[src/rtl/fracn_pkg.sv]
package fracn_pkg;

   // Raise a value to a floor; used to keep the integer ratio legal.
   function automatic int unsigned floor_at(input int unsigned v, input int unsigned lo);
      return (v < lo) ? lo : v;
   endfunction

endpackage

[src/rtl/fracn_ratio_hold.sv]
module fracn_ratio_hold #(
   parameter int INT_W   = 8,
   parameter int FRAC_W  = 24,
   parameter int MIN_INT = 2
) (
   input  logic              clk,
   input  logic              rst,
   input  logic              load,
   input  logic              boundary,
   input  logic [INT_W-1:0]  in_int,
   input  logic [FRAC_W-1:0] in_frac,
   output logic [INT_W-1:0]  act_int,
   output logic [FRAC_W-1:0] act_frac
);
   logic [INT_W-1:0]  in_int_c;
   logic [INT_W-1:0]  pend_int;
   logic [FRAC_W-1:0] pend_frac;
   logic              pend_v;

   assign in_int_c = INT_W'(fracn_pkg::floor_at(32'(in_int), MIN_INT));

   always_ff @(posedge clk) begin
      if (rst) begin
         act_int   <= in_int_c;
         act_frac  <= in_frac;
         pend_int  <= '0;
         pend_frac <= '0;
         pend_v    <= 1'b0;
      end else if (boundary) begin
         if (load) begin
            act_int  <= in_int_c;
            act_frac <= in_frac;
         end else if (pend_v) begin
            act_int  <= pend_int;
            act_frac <= pend_frac;
         end
         pend_v <= 1'b0;
      end else if (load) begin
         pend_int  <= in_int_c;
         pend_frac <= in_frac;
         pend_v    <= 1'b1;
      end
   end

   // the active ratio never moves inside a period
   p_ratio_hold_r5: assert property (@(posedge clk) disable iff (rst)
      !boundary |=> ($stable(act_int) && $stable(act_frac)));

   // the active integer ratio is never below the floor
   p_ratio_floor_r7: assert property (@(posedge clk) disable iff (rst)
      32'(act_int) >= MIN_INT);

endmodule

[src/rtl/fracn_phase_acc.sv]
module fracn_phase_acc #(
   parameter int FRAC_W = 24
) (
   input  logic              clk,
   input  logic              rst,
   input  logic              step,
   input  logic [FRAC_W-1:0] frac,
   output logic [FRAC_W-1:0] acc,
   output logic              carry
);
   logic [FRAC_W:0] sum;

   assign sum   = {1'b0, acc} + {1'b0, frac};
   assign carry = sum[FRAC_W];

   always_ff @(posedge clk) begin
      if (rst)       acc <= '0;
      else if (step) acc <= sum[FRAC_W-1:0];
   end

   // accumulator only moves at a period boundary
   p_acc_hold_r4: assert property (@(posedge clk) disable iff (rst)
      !step |=> $stable(acc));

   // a wrap leaves a remainder smaller than the word that caused it
   p_wrap_rem_r2: assert property (@(posedge clk) disable iff (rst)
      (step && carry) |=> (acc < $past(frac)));

endmodule

[src/rtl/fracn_period_cnt.sv]
module fracn_period_cnt #(
   parameter int CW = 9
) (
   input  logic          clk,
   input  logic          rst,
   input  logic [CW-1:0] len,
   output logic          tick
);
   logic [CW-1:0] cnt;

   assign tick = (cnt == (len - CW'(1)));

   always_ff @(posedge clk) begin
      if (rst)       cnt <= '0;
      else if (tick) cnt <= '0;
      else           cnt <= cnt + CW'(1);
   end

   // the count never runs past the period length
   p_cnt_bound_r3: assert property (@(posedge clk) disable iff (rst)
      cnt < len);

endmodule

[src/rtl/fracn_feedback_div.sv]
module fracn_feedback_div #(
   parameter int INT_W   = 8,
   parameter int FRAC_W  = 24,
   parameter int MIN_INT = 2
) (
   input  logic              clk,
   input  logic              rst,
   input  logic [INT_W-1:0]  ratio_int,
   input  logic [FRAC_W-1:0] ratio_frac,
   input  logic              load,
   output logic              tick,
   output logic [FRAC_W-1:0] residue
);
   localparam int CW = INT_W + 1;

   generate
      if (INT_W < 2) begin : g_bad_int
         $error("INT_W must be at least 2");
      end
      if (FRAC_W < 1) begin : g_bad_frac
         $error("FRAC_W must be at least 1");
      end
      if (MIN_INT < 2 || MIN_INT >= (1 << INT_W)) begin : g_bad_min
         $error("MIN_INT must lie in [2, 2**INT_W)");
      end
   endgenerate

   logic [INT_W-1:0]  act_int;
   logic [FRAC_W-1:0] act_frac;
   logic [FRAC_W-1:0] acc;
   logic              carry;
   logic [CW-1:0]     len;

   fracn_ratio_hold #(.INT_W(INT_W), .FRAC_W(FRAC_W), .MIN_INT(MIN_INT)) u_hold (
      .clk(clk), .rst(rst), .load(load), .boundary(tick),
      .in_int(ratio_int), .in_frac(ratio_frac),
      .act_int(act_int), .act_frac(act_frac));

   fracn_phase_acc #(.FRAC_W(FRAC_W)) u_acc (
      .clk(clk), .rst(rst), .step(tick), .frac(act_frac),
      .acc(acc), .carry(carry));

   assign len = {1'b0, act_int} + CW'(carry);

   fracn_period_cnt #(.CW(CW)) u_cnt (
      .clk(clk), .rst(rst), .len(len), .tick(tick));

   assign residue = acc;

   // Cycles since the previous tick, kept only for the checks below
   logic [CW-1:0] gap;
   always_ff @(posedge clk) begin
      if (rst || tick) gap <= '0;
      else             gap <= gap + CW'(1);
   end

   // every finished period lasts N or N+1 cycles
   p_len_r2: assert property (@(posedge clk) disable iff (rst)
      tick |-> (((gap + CW'(1)) == {1'b0, act_int}) ||
                ((gap + CW'(1)) == ({1'b0, act_int} + CW'(1)))));

   // the pulse is one cycle wide
   p_tick_pulse_r3: assert property (@(posedge clk) disable iff (rst)
      tick |=> !tick);

   // reset leaves a cleared residue and no pulse
   p_reset_clear_r1: assert property (@(posedge clk)
      rst |=> (residue == '0 && !tick));

endmodule

[config.mk]
export PLATFORM = sky130hd
export DESIGN_NAME = fracn_feedback_div
export DESIGN_NICKNAME = d
export VERILOG_FILES = /design/src/rtl/fracn_pkg.sv /design/src/rtl/fracn_ratio_hold.sv /design/src/rtl/fracn_phase_acc.sv /design/src/rtl/fracn_period_cnt.sv /design/src/rtl/fracn_feedback_div.sv
export SDC_FILE = /design/constraint.sdc
export NUM_CORES = 1
export LEC_CHECK = 0
export CAP_MARGIN = 20
export CORE_ASPECT_RATIO = 0.9
export CORE_MARGIN = 2
export CORE_UTILIZATION = 51
export CTS_CLUSTER_SIZE = 14
export DETAILED_ROUTE_END_ITERATION = 12
export PLACE_DENSITY = 0.76
export SLEW_MARGIN = 30
export SYNTH_ARGS = -nofsm -noshare
export SYNTH_HDL_FRONTEND = slang
export SYNTH_HIERARCHICAL = 1
export SYNTH_SLANG_ARGS = --single-unit
export TNS_END_PERCENT = 50
[constraint.sdc]
create_clock -name clk -period 6 [get_ports clk]
set_clock_uncertainty 0.1 [all_clocks]
set_input_delay 1.2 -clock clk [delete_from_list [all_inputs] [get_ports clk]]
set_output_delay 1.2 -clock clk [all_outputs]
set_load 0.02 [all_outputs]
==> metrics.yaml, run 1 <==
max_freq_mhz: 166.4
syn_inst: 560
total_power_mw: 1.508
ys_seq_area_share_pct: 42.20
placed_area_sq_mm: 0.006391
n_antenna_cell: 0
cp-start-kind: "flop"
route.detailed.drc: 0
internal-power_mw: 1.110
tightest_slew_ns: 0.6605
wl_microns: 13090
total_leakage_power_nw: 2.677
fin_cells: 784
synth.ff_latch_count: 98
synth_most_common_cell: "nand2_1"
path_class: "flop to primary output"
syn-cell-area_sq_mm: 0.005408
ant_nets: 0
setup_slack_ns: -0.009771
grt_overflow: 0
port_buffers: 59
die_area_sq_mm: 0.01144
grt_max_degree: 49
r2r_cells: 23
die_w_microns: 112.5
stdcell_area_sq_mm: 0.006770
worstSkewPairLatency_ns: 0.35
dp_hpwl_microns: 9456
clockPowerShare_pct: 36.6
start_util_pct: 52.55
die_h_microns: 101.7
crit_path_max_fanout: 3
synth_common_cells: "89 x nand2_1, 66 x dfxtp_1, 45 x a21oi_1"
antenna_found_initial: 0
tritoncts: "done"
syn_nets: 624
fin_crit_sh_pct: 100.2
maxSlewHeadroom_pct: 55.92
cts_hold_buf: 0
grt_pass1_wl_microns: 21090
area.sequential_sq_mm: 0.002282
clk_pin_slew_ns: 0.07
clock_path_buffers: 2
core_area_sq_mm: 0.01029
ys.flop_type: "dfxtp_1"
synth_top_area_share_pct: 24.43
rsz0062_at_grt: "yes"
synth_edf_count: 32
period_needed_ns: 6.010
drt_iter0_drc: 286
p_sw_uw: 398.0
critPathCaptureType: "primary output"
synthArstFlopShare_pct: 0
wl_per_cell_microns: 16.69
violations: "negative setup slack"
fin_nets: 714
multi_input_area_sq_mm: 0.003079
yosys_warnings: 6
ioPinCount: 60
final-max-slew-violation-count: 0
comb_power_share_pct: 14.0
track_usage_pct: 23.32
viasPerCell: 5.718
firstDrtPassIters: 5
cts.sinks: 98
vias: 4483
required_ns: 4.70
setup_violations: 1
ctsRootBufferMaster: "clkbuf_16"
nFillCells: 803
yosysTopAreaCell: "dfxtp_1"
syn_to_final_growth_pct: 25.20
grt_pass1_vias: 4363
avgSynthCellArea_sq_um: 9.657
ys_types: 72
p_per_area_mw_per_mm2: 222.7
synthTopCellsByArea: "dfxtp_1 24%, edfxtp_1 18%, ha_1 6.5%, nand2_1 6.2%, mux2_2 4.6%"
drive_gt1_share_pct: 18.32
rows: 35
post-place-ws_ns: -0.2308
cp.arrival_ns: 4.71
status: "finished, violations left"
htree_levels: 3
swShare_pct: 26.39
drv_cap: 0
seq_power_share_pct: 49.4
place.gp.congestion: 0.9154
hold_path_depth: 2
finalHoldViolations: 0
worstHoldPathType: "flop to flop"
peakVddDrop_uv: 222.7
dpl.cell_count: 765
numCtsBuffers: 9
flip-flops by register name (all words and copies together) (netlist names):
| name | count |
|---|---|
| u_cnt/cnt | 9 |
| u_acc/acc | 24 |
| u_hold/pend_frac | 24 |
| u_hold/pend_v | 1 |
| u_hold/act_frac | 24 |
| u_hold/pend_int | 8 |
| u_hold/act_int | 8 |
power by group through the flow:
| stage | Combinational [mW] | Clock, mW | Sequential [mW] |
|---|---|---|---|
| floorplan | 0.124 | 0 | 0.750 |
| global placement | 0.198 | 0 | 0.756 |
| detailed placement | 0.204 | 0 | 0.758 |
| CTS | 0.206 | 0.558 | 0.743 |
| global route | 0.231 | 0.586 | 0.748 |
| finish | 0.212 | 0.552 | 0.745 |
critical path, cell delays in order (launching register included):
cell and delay, ns:
edfxtp_1 0.42, ha_4 0.19, fa_2 0.36, a21o_1 0.21, a221oi_2 0.29, o211ai_2 0.15
a21oi_2 0.21, o21bai_1 0.14, a211oi_2 0.25, o21bai_2 0.12, ha_2 0.21, ha_4 0.17
nand3_1 0.10, xnor2_1 0.10, or4b_4 0.51, o221a_1 0.29, a211oi_2 0.26, a22oi_4 0.07
and2_4 0.17, buf_6 0.13
final timing paths:
kind	slack [ns]	end	from
max	-0.01	tick	u_hold/act_frac[0]
min	0.35	u_hold/pend_frac[14]	u_hold/pend_frac[14]
max reg2reg	0.34	u_acc/acc[21]	u_hold/act_frac[0]
min reg2reg	0.35	u_hold/pend_frac[14]	u_hold/pend_frac[14]
kinds of logic after synthesis:
logic type | after synthesis | synth area share (%)
xor gates and xnor gates | 38 | 6.155
buffers and inverters | 32 | 2.291
and+or+nand+nor | 187 | 16.98
muxes | 41 | 8.283
adders and majority gates | 29 | 6.849
DFF | 98 | 42.20
AOI/OAI and AO/OA | 135 | 17.24
area by class of cell:
| class | instances | area share, % |
|---|---|---|
| clock buffers | 10 | 3.382 |
| clock inverters | 6 | 0.7577 |
| inverters | 10 | 0.5914 |
| multi-input cells | 430 | 45.48 |
| flip-flops and latches | 98 | 33.71 |
| well taps | 129 | 2.384 |
| repair buffers | 101 | 13.69 |
stage by stage:
| stage | hold slack, ns | util [%] | setup TNS (ns) |
|---|---|---|---|
| floorplan | 0.3329 | - | 0 |
| global placement | 0.3378 | 62.10 | -0.1559 |
| detailed placement | 0.3432 | 62.10 | -0.2308 |
| CTS | 0.3539 | 64.94 | 0 |
| global route | 0.3693 | 65.79 | -0.1402 |
| finish | 0.3536 | 65.79 | -0.009771 |
layout by cell type, fill, tap and decap left out, types with 22 or more instances in the layout:
cell type	count
nor2_1	25
dfxtp_1	66
ha_1	24
edfxtp_1	32
a21oi_1	45
buf_4	40
mux2_2	22
xnor2_1	25
clkdlybuf4s50_1	57
nand2_1	89
per-layer routing:
layer	share of wire, %	up-vias	global-route usage [%]
met5	0	-	0
met4	1.2	0	5.441
met3	5.3	15	4.608
met2	48	129	39.94
met1	45	2116	30.81
li1	-	2223	-
timing repair:
action	CTS	global route
pin swaps	8	15
buffers inserted	0	3
endpoints found under the setup margin	1	1
cloned	0	0
resized for setup	9	12
Power figures use the tool's default switching activity.
==> inputs of run 2 (changes only) <==
- HOLD_SLACK_MARGIN: unset -> 0.08
- PLACE_DENSITY: 0.76 -> 0.81
- clock period: 6 -> 5.25 ns (I/O delays scaled with it)
==> run 2 against run 1 <==
Against the previous run: routed wire length rose by 9.6%; register-to-register slack got worse by 0.74 ns; die area did not move; sequential power rose by 14%; largest cell class unchanged; worst hold slack got worse by 0.0012 ns; design area rose by 6.1%; final cell count rose by 5.7%; worst setup slack got worse by 0.50 ns; the run still ends with negative setup slack left; global-route usage rose by 2.3 points; critical endpoint unchanged; critical path depth did not move; flip-flop and latch count did not move; largest power group unchanged; clock power rose by 14%.
==> metrics.yaml, run 2 (same netlist as run 1, synthesis figures left out) <==
clk_pin_slew_ns: 0.07
tritoncts: "done"
core_area_sq_mm: 0.01029
cp.arrival_ns: 4.61
critPathCaptureType: "primary output"
ctsRootBufferMaster: "clkbuf_16"
cp-start-kind: "flop"
track_usage_pct: 25.63
final_cell_mix: "89 x nand2_1, 82 x buf_4, 65 x dfxtp_1"
dp_hpwl_microns: 9996
firstDrtPassIters: 4
clock_path_buffers: 2
die_h_microns: 101.7
route.detailed.drc: 0
total_leakage_power_nw: 2.931
htree_levels: 3
period_needed_ns: 5.757
ioPinCount: 60
wl_per_cell_microns: 17.30
status: "finished, violations left"
path_cells: "ha_4 -> fa_2 -> a21o_1 -> a221oi_4 -> o211ai_2 -> a21oi_2 -> o21bai_2 -> a211oi_2 -> o21bai_1 -> ha_2 -> ha_4 -> xor2_1 -> or4b_4 -> buf_6 -> nor4_4 -> a211oi_2 -> a22oi_4 -> and2_4 -> buf_6"
cpLargestDelayFamily: "compound AO/OA/AOI/OAI gates"
critPathBufInv: 2
route.met2.wl_microns: 7363
reg.largest.list: "u_acc/acc (24), u_hold/act_frac (24), u_hold/pend_frac (24)"
final-max-slew-violation-count: 0
viasPerCell: 5.743
port_buffers: 59
crit_path_max_fanout: 4
place.gp.congestion: 0.9462
max_freq_mhz: 173.7
antenna_found_initial: 0
grt_pass1_vias: 4827
p_per_area_mw_per_mm2: 243.3
wl_microns: 14340
rsz0062_at_grt: "yes"
drt_iter0_drc: 235
die_w_microns: 112.5
nFillCells: 748
required_ns: 4.10
cts.sinks: 98
utilization_pct: 69.80
numCtsBuffers: 9
syn_to_final_growth_pct: 32.83
start_util_pct: 52.55
setup_violations: 70
cts_hold_buf: 0
finalHoldViolations: 0
grt_max_degree: 71
violations: "negative setup slack"
maxSlewHeadroom_pct: 49.86
met1Wirelength_microns: 6260
highest_layer: "met4"
n_antenna_cell: 0
path_class: "flop to primary output"
setup_slack_ns: -0.5066
worstHoldPathType: "flop to flop"
die_area_sq_mm: 0.01144
grt_overflow: 0
drive_gt1_share_pct: 24.43
total_power_mw: 1.747
worstSkewPairLatency_ns: 0.35
fin_crit_sh_pct: 109.6
multi_input_area_sq_mm: 0.003129
fin_nets: 759
placed_area_sq_mm: 0.006733
final_common_cell: "nand2_1"
vias: 4761
wl_met3_microns: 516
area.sequential_sq_mm: 0.002283
ant_nets: 0
grt_pass1_wl_microns: 23200
slowest_delay_ns: 0.57
stdcell_area_sq_mm: 0.007183
crit_path_top_delay_cell: "or4b_4"
drv_cap: 0
peakVddDrop_uv: 191.0
tightest_slew_ns: 0.7521
rows: 35
[run 2: area by class of cell]
type | instances | area share, %
clock inverters | 7 | 0.7316
multi-input cells | 430 | 43.56
flip-flops and latches | 98 | 31.79
repair buffers | 146 | 18.01
clock buffers | 9 | 3.135
well taps | 129 | 2.247
inverters | 10 | 0.5226
[run 2: power by group]
part | internal [mW] | switching (mW) | total [mW]
clock network | 0.326 | 0.301 | 0.627
registers | 0.824 | 0.0267 | 0.851
logic | 0.133 | 0.136 | 0.270
total | 1.28 | 0.464 | 1.75
[run 2: repair_timing]
| action | CTS | global route |
|---|---|---|
| setup endpoints to repair | 78 | 89 |
| resized for setup | 16 | 6 |
| pin swaps | 16 | 17 |
| setup buffers | 7 | 4 |
[run 2: path summary, 6_finish.rpt]
path / slack, ns / to / from / depth (start not counted)
setup reg to reg: -0.40 / u_acc/acc[21] / u_hold/act_frac[0] / 23
setup / recovery: -0.51 / tick / u_hold/act_frac[0] / 19
hold reg to reg: 0.35 / u_hold/pend_frac[20] / u_hold/pend_frac[20] / 2
hold / removal: 0.35 / u_hold/pend_frac[20] / u_hold/pend_frac[20] / 2
[run 2: worst min-delay path, stage by stage (launching register included)]
cell and delay (ns):
dfxtp_1 0.31, nand2_1 0.05, a21oi_1 0.05
[run 2: through the flow]
step,TNS (ns),setup slack (ns),hold WS (ns),cells
6_report,-12.53,-0.5066,0.3524,829
5_1_grt,-30.19,-0.6839,0.3745,829
4_1_cts,-7.634,-0.5297,0.3550,825
3_5_place_dp,-10.94,-0.6579,0.3457,802
3_3_place_gp,-6.176,-0.6014,0.3380,802
2_1_floorplan,0,0.001235,0.3329,560
[run 2: per-layer routing]
| layer | up-vias | GRT usage [%] |
|---|---|---|
| met2 | 110 | 46.02 |
| met4 | 0 | 7.786 |
| li1 | 2313 | - |
| met1 | 2321 | 31.87 |
| met5 | - | 0 |
| met3 | 17 | 4.309 |
==> inputs of run 3 (changes only) <==
- CTS_CLUSTER_DIAMETER: unset -> 120
==> results of run 3 <==
No change in the layout: final DEF, timing and power equal those of run 2.
